[src/rtl/dual_regfile_pkg.sv]
package dual_regfile_pkg;
    typedef enum logic {
        ST_RUN     = 1'b0,
        ST_RECOVER = 1'b1
    } ctl_state_e;
endpackage

[src/rtl/spec_regfile.sv]
module spec_regfile #(
    parameter int NREG = 8,
    parameter int DW   = 16,
    parameter int TW   = 2
) (
    input  logic                clk,
    input  logic                rst_n,
    input  logic [$clog2(NREG)-1:0] rd_idx_a,
    output logic [DW-1:0]       rd_data_a,
    output logic                rd_valid_a,
    output logic [TW-1:0]       rd_tag_a,
    input  logic [$clog2(NREG)-1:0] rd_idx_b,
    output logic [DW-1:0]       rd_data_b,
    output logic                rd_valid_b,
    output logic [TW-1:0]       rd_tag_b,
    input  logic                set_en,
    input  logic [$clog2(NREG)-1:0] set_idx,
    input  logic [TW-1:0]       set_tag,
    input  logic                wb_en,
    input  logic [TW-1:0]       wb_tag,
    input  logic [DW-1:0]       wb_data,
    input  logic                load_en,
    input  logic [NREG*DW-1:0]  load_data
);
    localparam int RW = $clog2(NREG);

    logic [DW-1:0] val_arr [NREG];
    logic          vld_arr [NREG];
    logic [TW-1:0] tag_arr [NREG];

    for (genvar g = 0; g < NREG; g++) begin : g_reg
        logic [DW-1:0] val_q;
        logic          vld_q;
        logic [TW-1:0] tag_q;

        always_ff @(posedge clk or negedge rst_n) begin
            if (!rst_n) begin
                val_q <= '0;
                vld_q <= 1'b1;
                tag_q <= '0;
            end else if (load_en) begin
                val_q <= load_data[g*DW +: DW];
                vld_q <= 1'b1;
                tag_q <= '0;
            end else if (set_en && set_idx == RW'(g)) begin
                vld_q <= 1'b0;
                tag_q <= set_tag;
            end else if (wb_en && !vld_q && tag_q == wb_tag) begin
                val_q <= wb_data;
                vld_q <= 1'b1;
            end
        end

        assign val_arr[g] = val_q;
        assign vld_arr[g] = vld_q;
        assign tag_arr[g] = tag_q;
    end

    assign rd_data_a  = val_arr[rd_idx_a];
    assign rd_valid_a = vld_arr[rd_idx_a];
    assign rd_tag_a   = tag_arr[rd_idx_a];
    assign rd_data_b  = val_arr[rd_idx_b];
    assign rd_valid_b = vld_arr[rd_idx_b];
    assign rd_tag_b   = tag_arr[rd_idx_b];
endmodule

[src/rtl/arch_regfile.sv]
module arch_regfile #(
    parameter int NREG = 8,
    parameter int DW   = 16
) (
    input  logic                    clk,
    input  logic                    rst_n,
    input  logic                    wr_en,
    input  logic [$clog2(NREG)-1:0] wr_idx,
    input  logic [DW-1:0]           wr_data,
    output logic [NREG*DW-1:0]      all_data
);
    localparam int RW = $clog2(NREG);

    for (genvar g = 0; g < NREG; g++) begin : g_reg
        logic [DW-1:0] val_q;

        always_ff @(posedge clk or negedge rst_n) begin
            if (!rst_n) begin
                val_q <= '0;
            end else if (wr_en && wr_idx == RW'(g)) begin
                val_q <= wr_data;
            end
        end

        assign all_data[g*DW +: DW] = val_q;
    end
endmodule

[src/rtl/retire_queue.sv]
module retire_queue #(
    parameter int DEPTH = 4,
    parameter int DW    = 16,
    parameter int RW    = 3
) (
    input  logic                     clk,
    input  logic                     rst_n,
    input  logic                     clear_en,
    input  logic                     push_en,
    input  logic [RW-1:0]            push_dest,
    input  logic                     push_has_dest,
    output logic [$clog2(DEPTH)-1:0] tail_tag,
    output logic                     full,
    input  logic                     done_en,
    input  logic [$clog2(DEPTH)-1:0] done_tag,
    input  logic [DW-1:0]            done_data,
    input  logic                     done_exc,
    input  logic                     mark_en,
    input  logic [$clog2(DEPTH)-1:0] mark_tag,
    input  logic                     pop_en,
    output logic                     head_ready,
    output logic [RW-1:0]            head_dest,
    output logic                     head_has_dest,
    output logic [DW-1:0]            head_data,
    output logic                     head_exc,
    output logic                     head_mark
);
    localparam int TW = $clog2(DEPTH);

    logic [TW:0]   head_q, tail_q;
    logic [TW-1:0] head_idx, tail_idx;

    logic          busy_arr [DEPTH];
    logic          done_arr [DEPTH];
    logic          hasd_arr [DEPTH];
    logic          exc_arr  [DEPTH];
    logic          mark_arr [DEPTH];
    logic [RW-1:0] dest_arr [DEPTH];
    logic [DW-1:0] data_arr [DEPTH];

    assign head_idx = head_q[TW-1:0];
    assign tail_idx = tail_q[TW-1:0];

    always_ff @(posedge clk or negedge rst_n) begin
        if (!rst_n) begin
            head_q <= '0;
            tail_q <= '0;
        end else if (clear_en) begin
            head_q <= '0;
            tail_q <= '0;
        end else begin
            if (push_en) tail_q <= tail_q + 1'b1;
            if (pop_en)  head_q <= head_q + 1'b1;
        end
    end

    for (genvar g = 0; g < DEPTH; g++) begin : g_slot
        logic          busy_q, done_q, hasd_q, exc_q, mark_q;
        logic [RW-1:0] dest_q;
        logic [DW-1:0] data_q;

        always_ff @(posedge clk or negedge rst_n) begin
            if (!rst_n) begin
                busy_q <= 1'b0;
                done_q <= 1'b0;
                hasd_q <= 1'b0;
                exc_q  <= 1'b0;
                mark_q <= 1'b0;
                dest_q <= '0;
                data_q <= '0;
            end else if (clear_en) begin
                busy_q <= 1'b0;
                done_q <= 1'b0;
                exc_q  <= 1'b0;
                mark_q <= 1'b0;
            end else if (push_en && tail_idx == TW'(g)) begin
                busy_q <= 1'b1;
                done_q <= 1'b0;
                exc_q  <= 1'b0;
                mark_q <= 1'b0;
                hasd_q <= push_has_dest;
                dest_q <= push_dest;
                data_q <= '0;
            end else begin
                if (pop_en && head_idx == TW'(g)) busy_q <= 1'b0;
                if (done_en && busy_q && done_tag == TW'(g)) begin
                    done_q <= 1'b1;
                    data_q <= done_data;
                    exc_q  <= done_exc;
                end
                if (mark_en && busy_q && mark_tag == TW'(g)) mark_q <= 1'b1;
            end
        end

        assign busy_arr[g] = busy_q;
        assign done_arr[g] = done_q;
        assign hasd_arr[g] = hasd_q;
        assign exc_arr[g]  = exc_q;
        assign mark_arr[g] = mark_q;
        assign dest_arr[g] = dest_q;
        assign data_arr[g] = data_q;
    end

    assign tail_tag      = tail_idx;
    assign full          = (head_q[TW] != tail_q[TW]) && (head_idx == tail_idx);
    assign head_ready    = busy_arr[head_idx] && done_arr[head_idx];
    assign head_dest     = dest_arr[head_idx];
    assign head_has_dest = hasd_arr[head_idx];
    assign head_data     = data_arr[head_idx];
    assign head_exc      = exc_arr[head_idx];
    assign head_mark     = mark_arr[head_idx];
endmodule

[src/rtl/dual_regfile_recovery.sv]
module dual_regfile_recovery
    import dual_regfile_pkg::*;
#(
    parameter int NREG  = 8,
    parameter int DW    = 16,
    parameter int DEPTH = 4,
    localparam int RW   = $clog2(NREG),
    localparam int TW   = $clog2(DEPTH)
) (
    input  logic          clk,
    input  logic          rst_n,
    input  logic          dec_valid,
    input  logic          dec_has_dest,
    input  logic [RW-1:0] dec_dest,
    output logic          dec_ready,
    output logic [TW-1:0] dec_tag,
    input  logic [RW-1:0] src_a_idx,
    output logic [DW-1:0] src_a_data,
    output logic          src_a_valid,
    output logic [TW-1:0] src_a_tag,
    input  logic [RW-1:0] src_b_idx,
    output logic [DW-1:0] src_b_data,
    output logic          src_b_valid,
    output logic [TW-1:0] src_b_tag,
    input  logic          cpl_valid,
    input  logic [TW-1:0] cpl_tag,
    input  logic [DW-1:0] cpl_data,
    input  logic          cpl_exc,
    input  logic          mis_valid,
    input  logic [TW-1:0] mis_tag,
    output logic          ret_valid,
    output logic [RW-1:0] ret_dest,
    output logic [DW-1:0] ret_data,
    output logic          flush_valid,
    output logic          flush_to_handler
);
    ctl_state_e state_q, state_d;
    logic       handler_q;

    logic          q_full, head_ready, head_has_dest, head_exc, head_mark;
    logic [RW-1:0] head_dest;
    logic [DW-1:0] head_data;
    logic [NREG*DW-1:0] committed;

    logic run_mode, dec_fire, pop_en, restore_en;

    assign run_mode = (state_q == ST_RUN);
    assign dec_fire = dec_valid && dec_ready;

    // Next-state process
    always_comb begin
        state_d = state_q;
        unique case (state_q)
            ST_RUN:     if (head_ready && (head_exc || head_mark)) state_d = ST_RECOVER; // head_fault
            ST_RECOVER: state_d = ST_RUN;                                              // copy_done
        endcase
    end

    // State register
    always_ff @(posedge clk or negedge rst_n) begin
        if (!rst_n) state_q <= ST_RUN;
        else        state_q <= state_d;
    end

    // Flush cause captured when the head faults
    always_ff @(posedge clk or negedge rst_n) begin
        if (!rst_n)                                        handler_q <= 1'b0;
        else if (run_mode && head_ready && (head_exc || head_mark)) handler_q <= head_exc;
    end

    // Output process
    always_comb begin
        dec_ready   = 1'b0;
        ret_valid   = 1'b0;
        pop_en      = 1'b0;
        flush_valid = 1'b0;
        restore_en  = 1'b0;
        unique case (state_q)
            ST_RUN: begin
                dec_ready = !q_full;
                pop_en    = head_ready;
                ret_valid = head_ready && head_has_dest && !head_exc;
            end
            ST_RECOVER: begin
                flush_valid = 1'b1;
                restore_en  = 1'b1;
            end
        endcase
    end

    assign flush_to_handler = flush_valid && handler_q;
    assign ret_dest         = head_dest;
    assign ret_data         = head_data;

    retire_queue #(.DEPTH(DEPTH), .DW(DW), .RW(RW)) u_queue (
        .clk           (clk),
        .rst_n         (rst_n),
        .clear_en      (restore_en),
        .push_en       (dec_fire),
        .push_dest     (dec_dest),
        .push_has_dest (dec_has_dest),
        .tail_tag      (dec_tag),
        .full          (q_full),
        .done_en       (cpl_valid && run_mode),
        .done_tag      (cpl_tag),
        .done_data     (cpl_data),
        .done_exc      (cpl_exc),
        .mark_en       (mis_valid && run_mode),
        .mark_tag      (mis_tag),
        .pop_en        (pop_en),
        .head_ready    (head_ready),
        .head_dest     (head_dest),
        .head_has_dest (head_has_dest),
        .head_data     (head_data),
        .head_exc      (head_exc),
        .head_mark     (head_mark)
    );

    spec_regfile #(.NREG(NREG), .DW(DW), .TW(TW)) u_spec (
        .clk        (clk),
        .rst_n      (rst_n),
        .rd_idx_a   (src_a_idx),
        .rd_data_a  (src_a_data),
        .rd_valid_a (src_a_valid),
        .rd_tag_a   (src_a_tag),
        .rd_idx_b   (src_b_idx),
        .rd_data_b  (src_b_data),
        .rd_valid_b (src_b_valid),
        .rd_tag_b   (src_b_tag),
        .set_en     (dec_fire && dec_has_dest),
        .set_idx    (dec_dest),
        .set_tag    (dec_tag),
        .wb_en      (cpl_valid && run_mode),
        .wb_tag     (cpl_tag),
        .wb_data    (cpl_data),
        .load_en    (restore_en),
        .load_data  (committed)
    );

    arch_regfile #(.NREG(NREG), .DW(DW)) u_arch (
        .clk      (clk),
        .rst_n    (rst_n),
        .wr_en    (ret_valid),
        .wr_idx   (head_dest),
        .wr_data  (head_data),
        .all_data (committed)
    );
endmodule

[config.mk]
export PLATFORM = sky130hd
export DESIGN_NAME = dual_regfile_recovery
export DESIGN_NICKNAME = d
export VERILOG_FILES = /design/src/rtl/dual_regfile_pkg.sv /design/src/rtl/spec_regfile.sv /design/src/rtl/arch_regfile.sv /design/src/rtl/retire_queue.sv /design/src/rtl/dual_regfile_recovery.sv
export SDC_FILE = /design/constraint.sdc
export NUM_CORES = 1
export LEC_CHECK = 0
export ABC_AREA = 0
export BUFFER_PORTS_ARGS = -buffer_cell sky130_fd_sc_hd__buf_2
export CAP_MARGIN = 40
export CORE_MARGIN = 10
export CORE_UTILIZATION = 40
export DETAILED_ROUTE_END_ITERATION = 12
export SYNTH_ARGS = -nofsm -noshare
export SYNTH_HDL_FRONTEND = slang
export SYNTH_SLANG_ARGS = --single-unit
[constraint.sdc]
create_clock -name clk -period 2.59 [get_ports clk]
set_input_delay 0.259 -clock clk [delete_from_list [all_inputs] [get_ports clk]]
set_output_delay 0.259 -clock clk [all_outputs]
set_load 0.005 [all_outputs]
==> impl_metrics.yaml, run 1 <==
status:
  status: "finished, final reports clean"
finish:
  layout.nets: 1780
  final_cells: 2424
  fill_cells: 4388
  synthToLayoutAreaGrowth_pct: 17.2
  design_area_um2: 23300
  layout_common_cells: "374 x dfrtp_1, 142 x mux2_2, 123 x nand2_1"
  drive_gt1_frac: 0.331
  n_antenna_cell: 0
  final_common_cell: "dfrtp_1"
power_and_ir_drop:
  ir_drop_uv: 581
  power.static_leakage_nw: 10.8
  p_per_area_nw_per_um2: 1220
global_route:
  grt.overflow.total: 0
  antenna_found_initial: 3
  grt_max_degree: 91
  grt_pass1_wl_mm: 97.5
  track_usage: 0.215
  grt_pass1_vias: 15200
logic_synthesis:
  syn_inst: 1611
  synth_fp_nets: 1655
  synth_top_area_cell: "dfrtp_1"
  syn_area_um2: 19900
  ys_top_cells_by_area: "dfrtp_1 47%, mux4_2 11%, mux2_2 8.0%, mux2i_1 5.4%, nand2_1 2.3%"
  ys_ff_latch: 384
  synth_top_area_share: 0.473
  syn_area_per_cell_um2: 12.3
  ys_warn_count: 0
  synth_seq_area_share: 0.484
  ys.flop_type: "dfrtp_1"
  async_reset_ff_frac: 1.00
  ys_types: 67
  synth_edf_count: 0
critical_path:
  crit_path_end_kind: "output port"
  worstSetupPathType: "reg -> out"
  startpoint_type: "register"
  required_ps: 2330
  worst_ep_arrival_time_ps: 2250
  path_max_fanout: 9
floorplan:
  die_x_um: 243
  io_pins: 99
  start_util: 0.405
  core-area_um2: 49100
  die_h_um: 243
  rows: 81
  die_area_um2: 59000
worst_hold_path:
  min_path_type: "in -> reg"
place:
  dpl.hpwl_mm: 42.4
  portBuffers: 98
  postPlaceCellArea_um2: 21800
  gp_congestion: 0.863
  placed_cells: 2346
drt:
  top_layer_used: "met4"
  totalWireLength_mm: 65.4
  dr_wl_met3_mm: 5.07
  wl_met2_mm: 30.8
  drc_errors: 0
  drtPass1Iterations: 5
  drt-initial-drc-count: 1466
  via_per_inst: 6.07
  postRouteAntennaNets: 0
  met1_length_mm: 27.4
  wl_per_cell_um: 27.0
  vias: 14700
timing:
  rsz0062_at_grt: "no"
  relSlewSlack: 0.382
  drv_slew: 0
  fin_crit_ps: 2500
  tns_ps: 0
  final.setup_skew_ps: 9.51
  tightest_slew_ps: 925
  hold_viol: 0
  fmax_mhz: 399
  finalCritPeriodShare: 0.967
  setup_viol: 0
clock_tree:
  clkTransAtPathRegs_ps: 60
  cts_tree: "yes"
  clk-insertion-delay-late_ps: 550
  cts_buffers: 42
  cts_num_sinks: 384
  clk_path_buf_depth: 3
  h-tree-depth: 2
  cts_root_buffer: "clkbuf_16"
flow_run:
  cap_violations: 0
[cells in the mapped netlist (3+ instances only)]
master,count
a31oi_1,38
clkinv_1,3
nand2b_1,9
and2_1,3
nor4b_1,4
mux2i_1,108
mux2_1,10
ha_1,8
a311oi_1,3
nand4b_1,3
a22o_1,17
nor2b_1,17
clkbuf_1,75
nor2_1,45
mux2_4,30
xor2_1,15
buf_4,10
and4b_1,4
dfrtp_1,376
or3_1,3
a31o_2,10
nand2_1,123
buf_6,4
dfstp_2,8
mux4_2,98
nand3_1,7
mux2_2,142
buf_1,16
nand3b_1,3
o31a_1,7
a2bb2oi_1,32
nor4_4,8
inv_1,72
a21oi_1,88
xnor2_1,9
nor3_1,49
a211o_1,32
o21ai_0,71
buf_2,12
[routing by layer]
metal  up-vias  GRT usage
met2       630      0.347
li1       6182          -
met5         -          0
met4         0     0.0755
met1      7770      0.286
met3       126     0.0372
[where the power goes]
| part | leakage (nW) | switching (mW) | internal (mW) |
|---|---|---|---|
| registers | 4.94 | 1.84 | 8.49 |
| logic | 5.16 | 6.51 | 5.62 |
| clock network | 0.669 | 2.43 | 3.53 |
| total | 10.8 | 10.8 | 17.6 |
[worst max-delay path, stage by stage, from the launching register on]
cell      delay [ps]
dfrtp_2          400
buf_12           150
mux4_2           530
nand2b_4         160
buf_8            160
nor3_4           150
buf_2            150
[kinds of logic (layout without fill, tap and decap cells)]
logic type      count (synthesis)  in the layout  synth area share
fa+ha+maj                       8              8           0.00503
buf+inv                       194            342            0.0414
simple gates                  295            295            0.0780
compound gates                317            317             0.106
flops                         384            384             0.484
mux                           389            390             0.275
xor+xnor                       24             24            0.0106
[area by class of cell]
| class | count | area (um^2) | area share |
|---|---|---|---|
| well taps | 664 | 831 | 0.0356 |
| flip-flops and latches | 384 | 9620 | 0.413 |
| inverters | 75 | 282 | 0.0121 |
| clock inverters | 9 | 95.1 | 0.00408 |
| repair buffers | 199 | 1610 | 0.0692 |
| multi-input cells | 1034 | 9620 | 0.413 |
| clock buffers | 59 | 1250 | 0.0536 |
[timing repair]
item / in CTS / in global routing
endpoints found under the setup margin: 6 / 10
gates cloned: 0 / 1
endpoints found under the hold margin: 57 / 0
buffers inserted: 6 / 1
resized for setup: 3 / 3
hold buffers: 2 / 0
[registers in the layout, indices dropped and copies added, names as in the netlist, 4 cells and up]
name,flops
u_queue.g_slot.exc_q,4
u_queue.g_slot.mark_q,4
u_spec.g.vld_q,8
u_spec.g.val_q,128
u_queue.g_slot.done_q,4
u_queue.g_slot.hasd_q,4
u_queue.g_slot.dest_q,12
u_arch.g.val_q,128
u_spec.g.tag_q,16
u_queue.g_slot.busy_q,4
u_queue.g_slot.data_q,64
[path summary, 6_finish.rpt]
check                           depth (start not counted)                                     to  slack (ps)                             startpoint
max in group asynchronous                               3  u_spec.g_reg[3].val_q[11]$_DFFE_PN0P_        1410                                  rst_n
worst min register to register                          1  u_arch.g_reg[4].val_q[15]$_DFFE_PN0P_         490  u_arch.g_reg[4].val_q[15]$_DFFE_PN0P_
min in group asynchronous                               2   u_queue.g_slot[2].mark_q$_DFFE_PN0P_         270                                  rst_n
worst max register to register                          6  u_arch.g_reg[0].val_q[15]$_DFFE_PN0P_         120          u_queue.head_q[0]$_DFFE_PN0P_
worst min-delay path                                    3   u_queue.g_slot[1].mark_q$_DFFE_PN0P_          60                             mis_tag[0]
worst max-delay path                                    6                              ret_valid          90          u_queue.head_q[0]$_DFFE_PN0P_
[stage by stage]
stage,setup WS [ps],utilization,hold WS [ps],total power [mW]
final,85.4,0.475,58.9,28.4
after CTS,1.60,0.474,41.2,28.3
after detailed placement,123,0.445,286,22.1
after global routing,6.11,0.475,55.6,29.9
after global placement,152,0.445,278,21.7
after floorplan,0.435,-,-36.6,17.5
Power figures use the tool's default switching activity.
==> run 2, diff against run 1 <==
--- a/config.mk
+++ b/config.mk
@@ -8,6 +8,7 @@
 export ABC_AREA = 0
 export BUFFER_PORTS_ARGS = -buffer_cell sky130_fd_sc_hd__buf_2
 export CAP_MARGIN = 40
+export CORE_ASPECT_RATIO = 0.8
 export CORE_MARGIN = 10
 export CORE_UTILIZATION = 40
 export DETAILED_ROUTE_END_ITERATION = 12
==> impl_metrics.yaml, run 2 (synthesis results as in run 1) <==
status:
  status: "finished, final reports clean"
place:
  dpl.hpwl_mm: 41.7
  postPlaceCellArea_um2: 21800
  placed_cells: 2348
  post-place-ws_ps: 19.9
  gp_congestion: 0.835
  portBuffers: 98
power_and_ir_drop:
  p_per_area_nw_per_um2: 1220
  power.static_leakage_nw: 10.8
  total_power_mw: 28.4
  ir_drop_uv: 671
timing:
  relSlewSlack: 0.525
  drv_slew: 0
  hold_viol: 0
  setup_ws_ps: 56.3
  finalCritPeriodShare: 0.978
  fmax_mhz: 395
  tightest_slew_ps: 712
  fin_crit_ps: 2530
  tns_ps: 0
  whs_ps: 52.5
  rsz0062_at_grt: "yes"
  setup_viol: 0
  final.setup_skew_ps: 10.1
finish:
  fill_cells: 4366
  final_cells: 2430
  reg_top3: "u_arch.g.val_q x128, u_spec.g.val_q x128, u_queue.g_slot.data_q x64"
  drive_gt1_frac: 0.329
  final_common_cell: "dfrtp_1"
  layout_common_cells: "374 x dfrtp_1, 142 x mux2_2, 123 x nand2_1"
  design_area_um2: 23300
  synthToLayoutAreaGrowth_pct: 17.1
  n_antenna_cell: 0
  final_util: 0.478
  layout.nets: 1777
floorplan:
  die_area_um2: 59100
  die_h_um: 219
  die_x_um: 269
  io_pins: 99
  start_util: 0.408
  rows: 72
  core-area_um2: 48700
critical_path:
  worstSetupPathType: "reg -> reg"
  crit_family: "multiplexers"
  cp_slowest_cell: "mux4_2"
  path_max_fanout: 16
  startpoint_type: "register"
  crit_path_end_kind: "register"
  timing.critical_path.buf_inv: 2
  critPathMaxStageDelay_ps: 570
  cp_cell_sequence: "buf_4 -> mux4_2 -> or3b_4 -> nor4_4 -> buf_12 -> mux2_2"
  worst_ep_arrival_time_ps: 2980
  required_ps: 3040
clock_tree:
  cts_num_sinks: 384
  cts_tree: "yes"
  clk-insertion-delay-late_ps: 570
  cts_buffers: 44
  h-tree-depth: 2
  clkTransAtPathRegs_ps: 60
  clk_path_buf_depth: 3
  cts_root_buffer: "clkbuf_16"
flow_run:
  cap_violations: 0
drt:
  dr_wl_met3_mm: 4.85
  drtPass1Iterations: 5
  wl_per_cell_um: 26.0
  wl_met2_mm: 28.8
  top_layer_used: "met5"
  vias: 14500
  drt-initial-drc-count: 1677
  totalWireLength_mm: 63.2
  postRouteAntennaNets: 0
  met1_length_mm: 28.0
  via_per_inst: 5.96
  drc_errors: 0
global_route:
  grt.overflow.total: 0
  track_usage: 0.212
  antenna_found_initial: 1
  grt_pass1_wl_mm: 95.8
  grt_pass1_vias: 14700
  grt_max_degree: 112
worst_hold_path:
  min_path_type: "in -> reg"
## run 2: changes by cell type in the layout (fill, tap and decap cells not counted), moves of 2 or more
cell        delta
clkbuf_1       +4
clkinvlp_4     +2
buf_4          -3
a2bb2oi_2      +2
clkinv_2       -3
clkbuf_8       +7
a2bb2oi_4      -2
## run 2: timing repair
item                                   CTS  global route
setup endpoints to repair               18             7
hold buffers                             3             0
endpoints found under the hold margin   52             0
gates cloned                             0             0
gates resized for setup                  2             1
setup buffers                            2             0
## run 2: path summary, 6_finish.rpt
check                                                       from                               endpoint  slack (ps)  cells after the start
max in group asynchronous                                  rst_n      u_spec.g_reg[2].vld_q$_DFFE_PN1P_        1470                      3
min in group asynchronous                                  rst_n   u_queue.g_slot[3].mark_q$_DFFE_PN0P_         220                      2
setup reg to reg                   u_queue.head_q[0]$_DFFE_PN0P_  u_arch.g_reg[1].val_q[15]$_DFFE_PN0P_          60                      6
setup / recovery                   u_queue.head_q[0]$_DFFE_PN0P_  u_arch.g_reg[1].val_q[15]$_DFFE_PN0P_          60                      6
hold reg to reg            u_arch.g_reg[4].val_q[15]$_DFFE_PN0P_  u_arch.g_reg[4].val_q[15]$_DFFE_PN0P_         490                      1
hold / removal                                       cpl_data[6]   u_spec.g_reg[6].val_q[6]$_DFFE_PN0P_          50                      2
## run 2: final cells by class
| type | instances | area [um^2] | share of cell area |
|---|---|---|---|
| Multi-Input combinational cell | 1033 | 9560 | 0.410 |
| Sequential cell | 384 | 9620 | 0.413 |
| Timing Repair Buffer | 195 | 1570 | 0.0672 |
| Clock inverter | 7 | 65.1 | 0.00279 |
| Tap cell | 666 | 833 | 0.0358 |
| Inverter | 75 | 282 | 0.0121 |
| Clock buffer | 70 | 1360 | 0.0584 |
## run 2: routing by layer
layer | global-route usage | vias to the layer above
li1 | - | 6173
met1 | 0.298 | 7660
met2 | 0.325 | 533
met3 | 0.0435 | 108
met4 | 0.0688 | 2
met5 | 0 | -
## run 2: report_power, final
group	internal, mW	leakage (nW)	switching, mW
clock network	3.67	0.698	2.52
logic	5.54	5.12	6.36
registers	8.49	4.94	1.78
## run 2: worst reg2reg max path: cells and delay by family, from the launching register on
family        cells  cell delay, ps
mux               2             950
buf+inv           2             420
simple gates      2             620
flops             1             420
